File: config.mk
export PLATFORM = sky130hd
export DESIGN_NAME = sig_loss_pattern_gen
export DESIGN_NICKNAME = d
export VERILOG_FILES = /design/src/rtl/sig_loss_pkg.sv /design/src/rtl/loss_timer.sv /design/src/rtl/pattern_seq.sv /design/src/rtl/serial_tx.sv /design/src/rtl/sig_loss_pattern_gen.sv
export SDC_FILE = /design/constraint.sdc
export NUM_CORES = 1
export LEC_CHECK = 0
export ABC_CLOCK_PERIOD_IN_PS = 2260
export CAP_MARGIN = 20
export CORE_UTILIZATION = 50
export CTS_CLUSTER_SIZE = 30
export DETAILED_ROUTE_END_ITERATION = 10
export HOLD_SLACK_MARGIN = 0.05
export PLACE_DENSITY = 0.74
export SLEW_MARGIN = 40
export SYNTH_ARGS = -nofsm -noshare
export SYNTH_HDL_FRONTEND = slang
export SYNTH_SLANG_ARGS = --single-unit
File: constraint.sdc
create_clock -name clk -period 2.26 [get_ports clk]
set_clock_uncertainty 0.2 [all_clocks]
set_input_delay 0.452 -clock clk [delete_from_list [all_inputs] [get_ports clk]]
set_output_delay 0.452 -clock clk [all_outputs]
set_load 0.02 [all_outputs]
File: src/rtl/sig_loss_pkg.sv
package sig_loss_pkg;

    typedef enum logic {
        PH_DATA = 1'b0,
        PH_GAP  = 1'b1
    } tx_phase_t;

    localparam int unsigned N_STATES = 7;

    // Table is kept in off-form: a set bit turns that channel off.
    function automatic logic [2:0] state_off(input logic [2:0] idx);
        logic [2:0] off;
        case (idx)
            3'd0:    off = 3'b011;
            3'd1:    off = 3'b101;
            3'd2:    off = 3'b110;
            3'd3:    off = 3'b001;
            3'd4:    off = 3'b010;
            3'd5:    off = 3'b100;
            default: off = 3'b000;
        endcase
        return off;
    endfunction

    function automatic logic [2:0] state_on(input logic [2:0] idx);
        return ~state_off(idx);
    endfunction

endpackage

File: src/rtl/loss_timer.sv
module loss_timer #(
    parameter int unsigned TIMEOUT_CYC = 30_000_000
) (
    input  logic clk,
    input  logic rst_n,
    input  logic din,
    input  logic din_act,
    output logic internal_mode
);
    localparam int unsigned CW = (TIMEOUT_CYC > 2) ? $clog2(TIMEOUT_CYC) : 1;
    localparam logic [CW-1:0] CNT_LAST = CW'(TIMEOUT_CYC - 1);

    typedef struct packed {
        logic          din_prev;
        logic [CW-1:0] cnt;
        logic          internal;
    } lt_state_t;

    lt_state_t s_d, s_q;
    logic      hit;

    assign hit = din_act && din && !s_q.din_prev;

    always_comb begin
        s_d          = s_q;
        s_d.din_prev = din;
        if (hit) begin
            s_d.cnt      = '0;
            s_d.internal = 1'b0;
        end else if (s_q.internal) begin
            s_d.cnt = '0;
        end else if (s_q.cnt == CNT_LAST) begin
            s_d.cnt      = '0;
            s_d.internal = 1'b1;
        end else begin
            s_d.cnt = s_q.cnt + 1'b1;
        end
    end

    always_ff @(posedge clk) begin
        if (!rst_n) s_q <= '0;
        else        s_q <= s_d;
    end

    assign internal_mode = s_q.internal;

    assert_cnt_bound_R2: assert property (@(posedge clk) disable iff (!rst_n)
        s_q.cnt <= CNT_LAST);
    assert_entry_after_count_R2: assert property (@(posedge clk) disable iff (!rst_n)
        $rose(s_q.internal) |-> $past(s_q.cnt) == CNT_LAST);
    assert_event_exits_R9: assert property (@(posedge clk) disable iff (!rst_n)
        (din_act && din && !s_q.din_prev) |=> !internal_mode);

endmodule

File: src/rtl/pattern_seq.sv
module pattern_seq #(
    parameter int unsigned DWELL_CYC = 100_000_000
) (
    input  logic       clk,
    input  logic       rst_n,
    input  logic       run,
    output logic [2:0] rgb_on,
    output logic [2:0] nxt_on
);
    import sig_loss_pkg::*;

    localparam int unsigned DW = (DWELL_CYC > 2) ? $clog2(DWELL_CYC) : 1;
    localparam logic [DW-1:0] DWELL_LAST = DW'(DWELL_CYC - 1);
    localparam logic [2:0]    IDX_LAST   = 3'(N_STATES - 1);

    typedef struct packed {
        logic [DW-1:0] dwell;
        logic [2:0]    idx;
    } ps_state_t;

    ps_state_t s_d, s_q;

    always_comb begin
        s_d = s_q;
        if (!run) begin
            s_d = '0;
        end else if (s_q.dwell == DWELL_LAST) begin
            s_d.dwell = '0;
            s_d.idx   = (s_q.idx == IDX_LAST) ? 3'd0 : s_q.idx + 3'd1;
        end else begin
            s_d.dwell = s_q.dwell + 1'b1;
        end
    end

    always_ff @(posedge clk) begin
        if (!rst_n) s_q <= '0;
        else        s_q <= s_d;
    end

    assign rgb_on = run ? state_on(s_q.idx) : 3'b000;
    assign nxt_on = state_on(s_d.idx);

    assert_idx_range_R5: assert property (@(posedge clk) disable iff (!rst_n)
        s_q.idx <= IDX_LAST);
    assert_dwell_hold_R5: assert property (@(posedge clk) disable iff (!rst_n)
        (run && $past(run) && $past(s_q.dwell) != DWELL_LAST) |-> $stable(s_q.idx));

endmodule

File: src/rtl/serial_tx.sv
module serial_tx #(
    parameter int unsigned BIT_CYC  = 200,
    parameter int unsigned T0H_CYC  = 60,
    parameter int unsigned T1H_CYC  = 120,
    parameter int unsigned WORD_CNT = 2048,
    parameter int unsigned GAP_CYC  = 30_000
) (
    input  logic       clk,
    input  logic       rst_n,
    input  logic       run,
    input  logic [2:0] nxt_on,
    output logic       dout
);
    import sig_loss_pkg::*;

    localparam int unsigned BW = (BIT_CYC  > 2) ? $clog2(BIT_CYC)  : 1;
    localparam int unsigned WW = (WORD_CNT > 2) ? $clog2(WORD_CNT) : 1;
    localparam int unsigned GW = (GAP_CYC  > 2) ? $clog2(GAP_CYC)  : 1;
    localparam logic [BW-1:0] BIT_LAST  = BW'(BIT_CYC - 1);
    localparam logic [WW-1:0] WORD_LAST = WW'(WORD_CNT - 1);
    localparam logic [GW-1:0] GAP_LAST  = GW'(GAP_CYC - 1);
    localparam logic [4:0]    POS_LAST  = 5'd23;

    typedef struct packed {
        tx_phase_t     phase;
        logic [BW-1:0] bcyc;
        logic [4:0]    pos;
        logic [WW-1:0] word;
        logic [GW-1:0] gap;
        logic [2:0]    pat;
    } tx_state_t;

    tx_state_t s_d, s_q;
    logic      bit_val;

    always_comb begin
        case (s_q.pos[4:3])
            2'd0:    bit_val = s_q.pat[2];
            2'd1:    bit_val = s_q.pat[1];
            default: bit_val = s_q.pat[0];
        endcase
    end

    always_comb begin
        s_d = s_q;
        if (!run) begin
            s_d     = '0;
            s_d.pat = nxt_on;
        end else if (s_q.phase == PH_DATA) begin
            if (s_q.bcyc == BIT_LAST) begin
                s_d.bcyc = '0;
                if (s_q.pos == POS_LAST) begin
                    s_d.pos = '0;
                    if (s_q.word == WORD_LAST) begin
                        s_d.word  = '0;
                        s_d.gap   = '0;
                        s_d.phase = PH_GAP;
                    end else begin
                        s_d.word = s_q.word + 1'b1;
                    end
                end else begin
                    s_d.pos = s_q.pos + 5'd1;
                end
            end else begin
                s_d.bcyc = s_q.bcyc + 1'b1;
            end
        end else begin
            if (s_q.gap == GAP_LAST) begin
                s_d.gap   = '0;
                s_d.phase = PH_DATA;
                s_d.pat   = nxt_on;
            end else begin
                s_d.gap = s_q.gap + 1'b1;
            end
        end
    end

    always_ff @(posedge clk) begin
        if (!rst_n) s_q <= '0;
        else        s_q <= s_d;
    end

    assign dout = run && (s_q.phase == PH_DATA) &&
                  (int'(s_q.bcyc) < (bit_val ? int'(T1H_CYC) : int'(T0H_CYC)));

    assert_word_bound_R8: assert property (@(posedge clk) disable iff (!rst_n)
        s_q.word <= WORD_LAST);
    assert_pos_bound_R7: assert property (@(posedge clk) disable iff (!rst_n)
        s_q.pos <= POS_LAST);
    assert_colour_held_R7: assert property (@(posedge clk) disable iff (!rst_n)
        (run && $past(run) && $past(s_q.phase) == PH_DATA) |-> $stable(s_q.pat));

endmodule

File: src/rtl/sig_loss_pattern_gen.sv
module sig_loss_pattern_gen #(
    parameter int unsigned TIMEOUT_CYC = 30_000_000,
    parameter int unsigned DWELL_CYC   = 100_000_000,
    parameter int unsigned BIT_CYC     = 200,
    parameter int unsigned T0H_CYC     = 60,
    parameter int unsigned T1H_CYC     = 120,
    parameter int unsigned WORD_CNT    = 2048,
    parameter int unsigned GAP_CYC     = 30_000
) (
    input  logic       clk,
    input  logic       rst_n,
    input  logic       din,
    input  logic       din_act,
    output logic       internal_mode,
    output logic [2:0] rgb_on,
    output logic       dout
);
    logic [2:0] nxt_on;

    loss_timer #(.TIMEOUT_CYC(TIMEOUT_CYC)) u_timer (
        .clk(clk), .rst_n(rst_n), .din(din), .din_act(din_act),
        .internal_mode(internal_mode)
    );

    pattern_seq #(.DWELL_CYC(DWELL_CYC)) u_seq (
        .clk(clk), .rst_n(rst_n), .run(internal_mode),
        .rgb_on(rgb_on), .nxt_on(nxt_on)
    );

    serial_tx #(
        .BIT_CYC(BIT_CYC), .T0H_CYC(T0H_CYC), .T1H_CYC(T1H_CYC),
        .WORD_CNT(WORD_CNT), .GAP_CYC(GAP_CYC)
    ) u_tx (
        .clk(clk), .rst_n(rst_n), .run(internal_mode),
        .nxt_on(nxt_on), .dout(dout)
    );

    assert_quiet_external_R1: assert property (@(posedge clk) disable iff (!rst_n)
        !internal_mode |-> (rgb_on == 3'b000 && !dout));
    assert_lit_internal_R5: assert property (@(posedge clk) disable iff (!rst_n)
        internal_mode |-> rgb_on != 3'b000);

endmodule

# [After elaboration in Yosys (flattened, before gate mapping)]
# Cells that the tools add are included.
[word_totals] regBits=100 latch_bits=0 ramBits=0 rom_bits=0 output_inout_bits=5 elab_cells=89 mem_count=0
[op_classes] addsub=7 multipliers=0 div=0 magnitude_cmp=1 n_eq_ne=20 shift=0 n_mux=26 n_bitwise=5 n_reduce_logical=19
[op_table] cell="15-bit 2-to-1 mux" n=3
[op_table] cell="3-bit one-hot mux with 6 select lines" n=2
[op_table] cell="9-bit by 32-bit less-than comparator with 1-bit output" n=1
[op_table] cell="31-bit 2-to-1 mux" n=1
[op_table] cell="27-bit by 1-bit adder with 27-bit output (second input constant)" n=1
[op_table] cell="27-bit == test (second input constant)" n=1
[op_table] cell="26-bit 2-to-1 mux" n=1
[op_table] cell="25-bit by 1-bit adder with 25-bit output (second input constant)" n=1
[op_table] cell="25-bit == test (second input constant)" n=1
[op_table] cell="3-bit 2-to-1 mux" n=7
[op_table] cell="15-bit by 1-bit adder with 15-bit output (second input constant)" n=1
[op_table] cell="15-bit == test (second input constant)" n=1
[op_table] cell="3-bit == test (second input constant)" n=5
[op_table] cell="3-bit by 2-bit == test with 1-bit output (second input constant)" n=4
[op_table] cell="11-bit by 1-bit adder with 11-bit output (second input constant)" n=1
[op_table] cell="11-bit == test (second input constant)" n=1
[op_table] cell="11-bit 2-to-1 mux" n=1
[op_table] cell="8-bit by 1-bit adder with 8-bit output (second input constant)" n=1
[op_table] cell="8-bit == test (second input constant)" n=1
[op_table] cell="8-bit 2-to-1 mux" n=1
[op_table] cell="1-bit 2-to-1 mux" n=7
[op_table] cell="7-bit 2-to-1 mux" n=1
[op_table] cell="3-bit by 1-bit == test with 1-bit output (second input constant)" n=2
[op_table] cell="3-bit logical NOT" n=2
[op_table] cell="other kinds (18)" n=30

# [Longest topological paths before layout]
# Gate-level depths: netlist (run 1).
[logic_depth] depth_word=10 mapped_depth=8 depth_no_buf=6

# [By module]
# A second synthesis (run 1) with hierarchy kept.
[unflattened] cells_unflattened=596 area_unflattened_um2=5103.6
[by_module_without_submodules] module="serial_tx" n_inst=1 cells_per_inst=243 area_per_inst_um2=2135.8 seq_area_each_um2=860.8
[by_module_without_submodules] module="pattern_seq" n_inst=1 cells_per_inst=213 area_per_inst_um2=1716.6 seq_area_each_um2=600.6
[by_module_without_submodules] module="loss_timer" n_inst=1 cells_per_inst=140 area_per_inst_um2=1251.2 seq_area_each_um2=540.5

# [Worst setup path after synthesis (run 1)]
# Ideal clock, no wire load.
[synth_path] path_kind="reg2out" startpoint="register u_tx.s_q[32] (netlist bit)" endpoint="output port dout" arrival_time_ns=1.509 t_required_ns=1.608 path_slack_ns=0.099 path_stages_with_launch=7 n_path_buf=0 path_cell_list="dfxtp_1 > mux2i_1 > nor2_1 > a21oi_1 > ha_1 > or4_1 > a31oi_1"
[synth_via] elab_chain_len=5 word_cells_on_any_way=6
[synth_lines] item="from (decl)" line="serial_tx.sv:33" rtl="tx_state_t s_d, s_q;"
[synth_lines] item="from (signal assigned)" line="serial_tx.sv:79" rtl="if (!rst_n) s_q <= '0;"
[synth_lines] item="from (signal assigned)" line="serial_tx.sv:80" rtl="else s_q <= s_d;"
[synth_lines] item="2-bit by 1-bit == test with 1-bit output / 2-bit logical NOT (equally long branches)" line="serial_tx.sv:37" rtl="case (s_q.pos[4:3])"
[synth_lines] item="1-bit one-hot mux with 2 select lines *" line="serial_tx.sv:37"
[synth_lines] item="7-bit 2-to-1 mux *" line="serial_tx.sv:84" rtl="(int'(s_q.bcyc) < (bit_val ? int'(T1H_CYC) : int'(T0H_CYC)));"
[synth_lines] item="9-bit by 32-bit less-than comparator with 1-bit output *" line="serial_tx.sv:84"
[synth_lines] item="1-bit logical AND *" line="serial_tx.sv:83" rtl="assign dout = run && (s_q.phase == PH_DATA) &&"
[synth_lines] item="to (decl)" line="sig_loss_pattern_gen.sv:16" rtl="output logic dout"
# Every way passes the cells marked *; elsewhere a longest branch is shown, timed or not.

# [Final worst setup path (run 1)]
# Ends and elaborated chain as after synthesis.

==> flow_summary_export.csv, run 1 <==
group,metric,value,unit
status,outcome,"complete, but fails checks",
status,violations,"setup timing",
job,cap_violations,0,
clock_tree,cts_buffers,9,
worst_hold_path,hold_depth,1,
finish,utilization,60.7,%
yosys,synth_edf_count,0,
die,die_x,100,um
worst_hold_path,min-delay-start,"u_timer.s_q[1]",
sta,worst_pin_slew,0.557,ns
global_routing,antenna_found_initial,0,
setup_path,crit_path_top_delay_cell,"or4_4",
drt,drt-pass1-iter-count,4,
global_routing,grt_pass1_vias,3908,
die,start_util,51.9,%
yosys,async_flop_share,0,%
power_and_ir_drop,switching_share,20.8,%
yosys,synth_flop_cell,"dfxtp_1",
power_and_ir_drop,power_density,535,nW/um^2
yosys,syn_area_per_cell,8.57,sq um
global_routing,grt_pass1_wl,17100,um
clock_tree,clk_pin_slew,0.09,ns
setup_path,rr_endpoint,"u_tx.s_q[2]",
finish,multi_input_area,2760,sq um
clock_tree,postCtsSetupBuffers,0,
drt,ant_nets,0,
worst_hold_path,min_path_type,"register to register",
placement,portBuffers,8,
placement,gp_congestion,0.844,
sta,fmax,0.391,GHz
clock_tree,clk_latency,0.36,ns
finish,num_antenna_cells,0,
clock_tree,cts-root-buf,"clkbuf_8",
yosys,synth_fp_nets,574,
sta,min_period,2.56,ns
yosys,syn_area,4820,sq um
drt,via_per_inst,5.56,
clock_tree,clock-sinks,100,
clock_tree,cts-htree-levels,3,
setup_path,worst_setup_path_start_kind,"register",
drt,vias,4150,
power_and_ir_drop,power,3020,uW
yosys,synthDistinctLibCells,57,
finish,layout.cells.most_common_list,"99 x dfxtp_1, 95 x nor2_1, 46 x buf_4, 42 x nand3_1, 41 x nand2_1",
clock_tree,cts_tree,"done",
sta,worst_slack,-0.295,ns
yosys,synthAdderAreaFrac,2.08,%
yosys,synthSimpleGateAreaFrac,31.3,%
drt,wl_per_cell,13.7,um
sta,finalSetupViolCount,1,
yosys,netlist.area_leader.share,41.5,%
die,core,9280,sq um
placement,dp_hpwl,7070,um
power_and_ir_drop,ir_drop,0.264,mV
power_and_ir_drop,clock_power_share,40.0,%
yosys,ys_seq_elements,100,
sta,drv_slew,0,
worst_hold_path,worstHoldEndpoint,"u_timer.s_q[1]",
clock_tree,cts_hold_buffers,0,
die,die_h,100,um
clock_tree,clockBufferDepth,2,
finish,final_common_cell,"dfxtp_1",
power_and_ir_drop,leakagePower,0.00184,uW
yosys,muxShareOfSynthArea,1.25,%
finish,nets,625,
yosys,synthTopCellsByArea,"dfxtp_1 42%, nor2_1 7.5%, xor2_1 6.9%",
drt,dr.first_iter.drc_count,157,
setup_path,timing.reg2reg.setup_slack,0.08,ns
die,io_pins,9,
drt,wl,10300,um
yosys,yosysWarnings,0,
drt,drc,0,
setup_path,arrival,1.90,ns
power_and_ir_drop,p_int,2390,uW
finish,drive_gt1_share,14.9,%
yosys,synth_xor_area_share,12.0,%
setup_path,setup.worst_path.end_class,"output pin",
yosys,syn-instance-count,562,
sta,grt_setup_unrepaired,"true",
yosys,synth_compound_area_share,9.01,%
power_and_ir_drop,p_sw,628,uW
die,rows,35,
power_and_ir_drop,pwr-share-seq,58.7,%
yosys,synth_top_family_by_area,"simple AND/OR/NAND/NOR gates",
setup_path,regToRegStartpoint,"u_seq.s_q[13]",
global_routing,grt.total_usage,20.8,%
setup_path,worst-path-max-fanout,2,
finish,fillers,830,
setup_path,path_class,"register to output pin",
finish,areaGrowthSynthToFinish,17.0,%
yosys,yosysSeqAreaShare,41.5,%
global_routing,grt_overflow,0,
sta,final.period_utilization,113,%
finish,layout.area.seq,2000,sq um
sta,relSlewSlack,62.5,%
setup_path,crit_required,1.61,ns
setup_path,reg2reg_depth,5,
setup_path,max_stage_delay,0.42,ns
global_routing,grt_max_degree,29,
die,die_area,10000,sq um
power_and_ir_drop,p_comb_share,1.3,%
sta,hold_viol,0,
yosys,yosysTopAreaCell,"dfxtp_1",
setup_path,crit_chain,"mux2i_1 > nor2_1 > a21oi_2 > ha_2 > or4_4 > a31oi_4 > buf_6",
==> worst max-delay path, delay by kind of cell, from the launching register on <==
family | cells | cell delay, ns
mux | 1 | 0.11
simple gates | 2 | 0.57
buf+inv | 1 | 0.14
flops | 1 | 0.33
fa+ha+maj | 1 | 0.16
compound gates | 2 | 0.23
==> cells by family (layout without fill, tap and decap cells) <==
group,after synthesis,count (layout)
simple gates,289,289
flops,100,100
xor+xnor,66,66
compound gates,63,64
buf+inv,30,85
fa+ha+maj,8,8
mux,6,6
==> area by class of cell <==
| class | instances | area share [%] |
|---|---|---|
| timing repair buffer | 56 | 8.08 |
| tap | 129 | 2.86 |
| clock inverter | 3 | 0.777 |
| multi-input combinational | 433 | 48.9 |
| sequential | 100 | 35.5 |
| inverter | 13 | 0.865 |
| clock buffer | 13 | 3.00 |
==> cell usage after synthesis (4+ instances only) <==
cell type and number:
xnor2_1 28, nor3_2 4, nand4_1 21, ha_1 8
nand3_1 42, nand2_1 42, dfxtp_1 100, nor3_1 14
nor4_1 7, mux2i_1 6, o21ai_1 6, nor2b_1 5
buf_2 8, nand2b_1 9, xor2_1 38, nor2_1 96
and3_1 12, clkbuf_1 7, and2_1 8, a41oi_1 6
a311oi_1 12, a21oi_1 20, inv_1 13, and4_1 6
==> power by group through the flow <==
stage / combinational, uW / clock (uW) / sequential, uW
2_1_floorplan: 21.6 / 0 / 1810
3_3_place_gp: 36.7 / 0 / 1810
3_5_place_dp: 37.6 / 0 / 1810
4_1_cts: 37.8 / 1240 / 1770
5_1_grt: 43.6 / 1310 / 1770
6_report: 39.4 / 1210 / 1770
==> routing by layer <==
| metal | track usage, % | routed length (um) | vias to the layer above |
|---|---|---|---|
| met1 | 25.7 | 4730 | 1992 |
| met3 | 4.46 | 379 | 9 |
| met5 | 0 | 0 | - |
| met2 | 36.2 | 5050 | 64 |
| li1 | - | - | 2085 |
| met4 | 6.47 | 94 | 0 |
==> flip-flops by register name, indices dropped and copies added (netlist names) <==
signal,cells
u_timer.s_q,26
u_tx.s_q,43
u_seq.s_q,30
u_timer.internal_mode,1
==> how the worst max path moves through the flow <==
stage / startpoint / end / slack [ns] / cells past startpoint
final: u_tx.s_q[32] / dout / -0.30 / 7
after global routing: u_tx.s_q[32] / dout / -0.37 / 7
after CTS: u_tx.s_q[32] / dout / -0.34 / 7
after detailed placement: u_tx.s_q[32] / dout / -0.38 / 7
after global placement: u_tx.s_q[32] / dout / -0.33 / 7
after floorplan: u_tx.s_q[32] / dout / 0.1 / 6
==> through the flow <==
step	cells	hold slack [ns]	TNS [ns]	setup slack (ns)	cell area, sq um
global route	747	0.320	-0.372	-0.372	5640
finish	747	0.270	-0.295	-0.295	5640
global placement	730	0.243	-1.14	-0.332	5360
floorplan	562	0.230	0	0.0994	4820
CTS	746	0.276	-0.336	-0.336	5580
detailed placement	730	0.254	-0.375	-0.375	5370
==> timing repair <==
action                     CTS  global route
gates resized for setup     13            15
pin swaps                    0             3
setup endpoints to repair    5            33
hold endpoints to repair     0             0
cloned                       0             1
(Power assumes the default switching activity.)
==> inputs of run 2 (changes only) <==
--- a/config.mk
+++ b/config.mk
@@ -5,6 +5,7 @@
 export SDC_FILE = /design/constraint.sdc
 export NUM_CORES = 1
 export LEC_CHECK = 0
+export ABC_AREA = 0
 export ABC_CLOCK_PERIOD_IN_PS = 2260
 export CAP_MARGIN = 20
 export CORE_UTILIZATION = 50
==> results of run 2 <==
No change in the layout: final DEF, timing and power equal those of run 1.
==> inputs of run 3 (changes only) <==
--- a/config.mk
+++ b/config.mk
@@ -12,7 +12,8 @@
 export CTS_CLUSTER_SIZE = 30
 export DETAILED_ROUTE_END_ITERATION = 10
 export HOLD_SLACK_MARGIN = 0.05
-export PLACE_DENSITY = 0.74
+export PLACE_DENSITY = 0.77
+export SETUP_SLACK_MARGIN = 0.1
 export SLEW_MARGIN = 40
 export SYNTH_ARGS = -nofsm -noshare
 export SYNTH_HDL_FRONTEND = slang
==> run 3 against run 2 <==
  * The flow still finishes with violations (setup timing)
  * Sequential power barely moved
  * Power down 1.3%
  * Wire length grew 1.1%
  * Sequential share of layout area shrank 0.82 points
  * Critical path type unchanged
==> flow_summary_export.csv, run 3 (synthesized netlist as in run 1, its figures left out) <==
group,metric,value,unit
setup_path,arrival,1.84,ns
worst_hold_path,min_path_type,"register to register",
power_and_ir_drop,power_density,513,nW/um^2
die,start_util,51.9,%
power_and_ir_drop,p_int,2300,uW
sta,hold_viol,0,
power_and_ir_drop,pwr-share-seq,59.5,%
power_and_ir_drop,p_sw,682,uW
job,cap_violations,0,
finish,largest_reg_flops,43,
global_routing,grt_pass1_vias,3920,
die,die_h,100,um
sta,tns,-0.232,ns
setup_path,setup.worst_path.end_class,"output pin",
clock_tree,cts_tree,"done",
finish,nets,627,
placement,gp_congestion,0.859,
finish,areaGrowthSynthToFinish,20.5,%
setup_path,crit_required,1.61,ns
sta,grt_setup_unrepaired,"true",
finish,layout.cells.most_common_list,"94 x nor2_1, 90 x dfxtp_1, 48 x buf_4, 42 x nand3_1, 41 x nand2_1",
power_and_ir_drop,switching_share,22.9,%
power_and_ir_drop,p_comb_share,1.3,%
power_and_ir_drop,ir_drop,0.263,mV
power_and_ir_drop,leakagePower,0.00195,uW
drt,wl,10400,um
worst_hold_path,min-delay-start,"u_timer.s_q[1]",
placement,dp_hpwl,6920,um
drt,drt-pass1-iter-count,4,
sta,fmax,0.401,GHz
clock_tree,cts-htree-levels,3,
finish,drive_gt1_share,20.2,%
die,die_x,100,um
status,violations,"setup timing",
setup_path,worst_setup_path_start_kind,"register",
sta,final.period_utilization,110,%
sta,worst_slack,-0.232,ns
placement,place_ws,-0.332,ns
die,rows,35,
power_and_ir_drop,clock_power_share,39.3,%
placement,placedCellCount,725,
setup_path,path_class,"register to output pin",
die,die_area,10000,sq um
clock_tree,clockBufferDepth,2,
sta,relSlewSlack,44.0,%
drt,ant_nets,0,
global_routing,grt_max_degree,29,
status,outcome,"complete, but fails checks",
global_routing,grt.total_usage,20.7,%
sta,hold_ws,0.268,ns
clock_tree,clk_latency,0.37,ns
global_routing,antenna_found_initial,0,
sta,min_period,2.49,ns
drt,via_per_inst,5.59,
setup_path,startpoint,"u_tx.s_q[32]",
finish,stdcell_count,749,
clock_tree,cts_hold_buffers,0,
finish,final_common_cell,"nor2_1",
die,io_pins,9,
clock_tree,clk_pin_slew,0.10,ns
die,core,9280,sq um
global_routing,grt_pass1_wl,17000,um
drt,dr.first_iter.drc_count,165,
drt,vias,4188,
placement,portBuffers,8,
drt,wl_per_cell,13.8,um
finish,largestRegisters,"u_tx.s_q (43), u_seq.s_q (30), u_timer.s_q (26)",
sta,drv_slew,0,
clock_tree,cts-root-buf,"clkbuf_8",
global_routing,grt_overflow,0,
drt,drc,0,
setup_path,regToRegStartpoint,"u_tx.s_q[13]",
clock_tree,clock-sinks,100,
finish,largest_register,"u_tx.s_q",
setup_path,worst-path-max-fanout,2,
sta,worst_pin_slew,0.833,ns
clock_tree,cts_buffers,9,
finish,num_antenna_cells,0,
sta,finalSetupViolCount,1,
run 3: cell type report:
| type | instances | area [sq um] |
|---|---|---|
| Clock inverter | 4 | 37.5 |
| Fill cell | 778 | 3480 |
| Inverter | 13 | 48.8 |
| Sequential cell | 100 | 2010 |
| Tap cell | 129 | 161 |
| Multi-Input combinational cell | 433 | 2910 |
| Clock buffer | 12 | 165 |
| Timing Repair Buffer | 58 | 473 |
run 3: path summary, 6_finish.rpt:
check                           slack (ns)  cells past startpoint              to
worst max register to register        0.08                      6     u_tx.s_q[2]
worst min register to register        0.27                      1  u_timer.s_q[1]
worst min-delay path                  0.27                      1  u_timer.s_q[1]
worst max-delay path                 -0.23                      7            dout
run 3: per-layer routing:
metal / part of all wire [%] / global-route usage (%) / up-vias
met5: 0 / 0 / -
li1: - / - / 2092
met2: 49 / 36.5 / 56
met4: 1.6 / 7.36 / 0
met3: 2.1 / 2.99 / 18
met1: 47 / 25.7 / 2022
run 3: power by group through the flow:
stage          registers (uW)  logic [uW]  clock network [uW]
2_1_floorplan            1810        22.0                   0
3_3_place_gp             1810        36.8                   0
3_5_place_dp             1810        38.2                   0
4_1_cts                  1770        39.1                1190
5_1_grt                  1770        42.0                1260
6_report                 1770        38.2                1170
run 3: critical path, stage by stage (launching register included):
cell and delay [ns]:
dfxtp_2 0.34, mux2i_1 0.11, nor2_1 0.08, a21oi_1 0.06, ha_2 0.17, or4_4 0.41
a31oi_2 0.15, buf_4 0.16
run 3: timing repair:
item | CTS | global route
gates cloned | 0 | 2
pin swaps | 2 | 25
resized for setup | 24 | 44
endpoints found under the setup margin | 17 | 81
setup buffers | 1 | 5
run 3: stage by stage:
| step | power [uW] | utilization [%] | area, sq um |
|---|---|---|---|
| after floorplan | 1830 | - | 4820 |
| after global placement | 1850 | 57.4 | 5330 |
| after detailed placement | 1850 | 57.5 | 5340 |
| after CTS | 3000 | 60.1 | 5580 |
| after global routing | 3080 | 62.5 | 5810 |
| final | 2980 | 62.5 | 5810 |
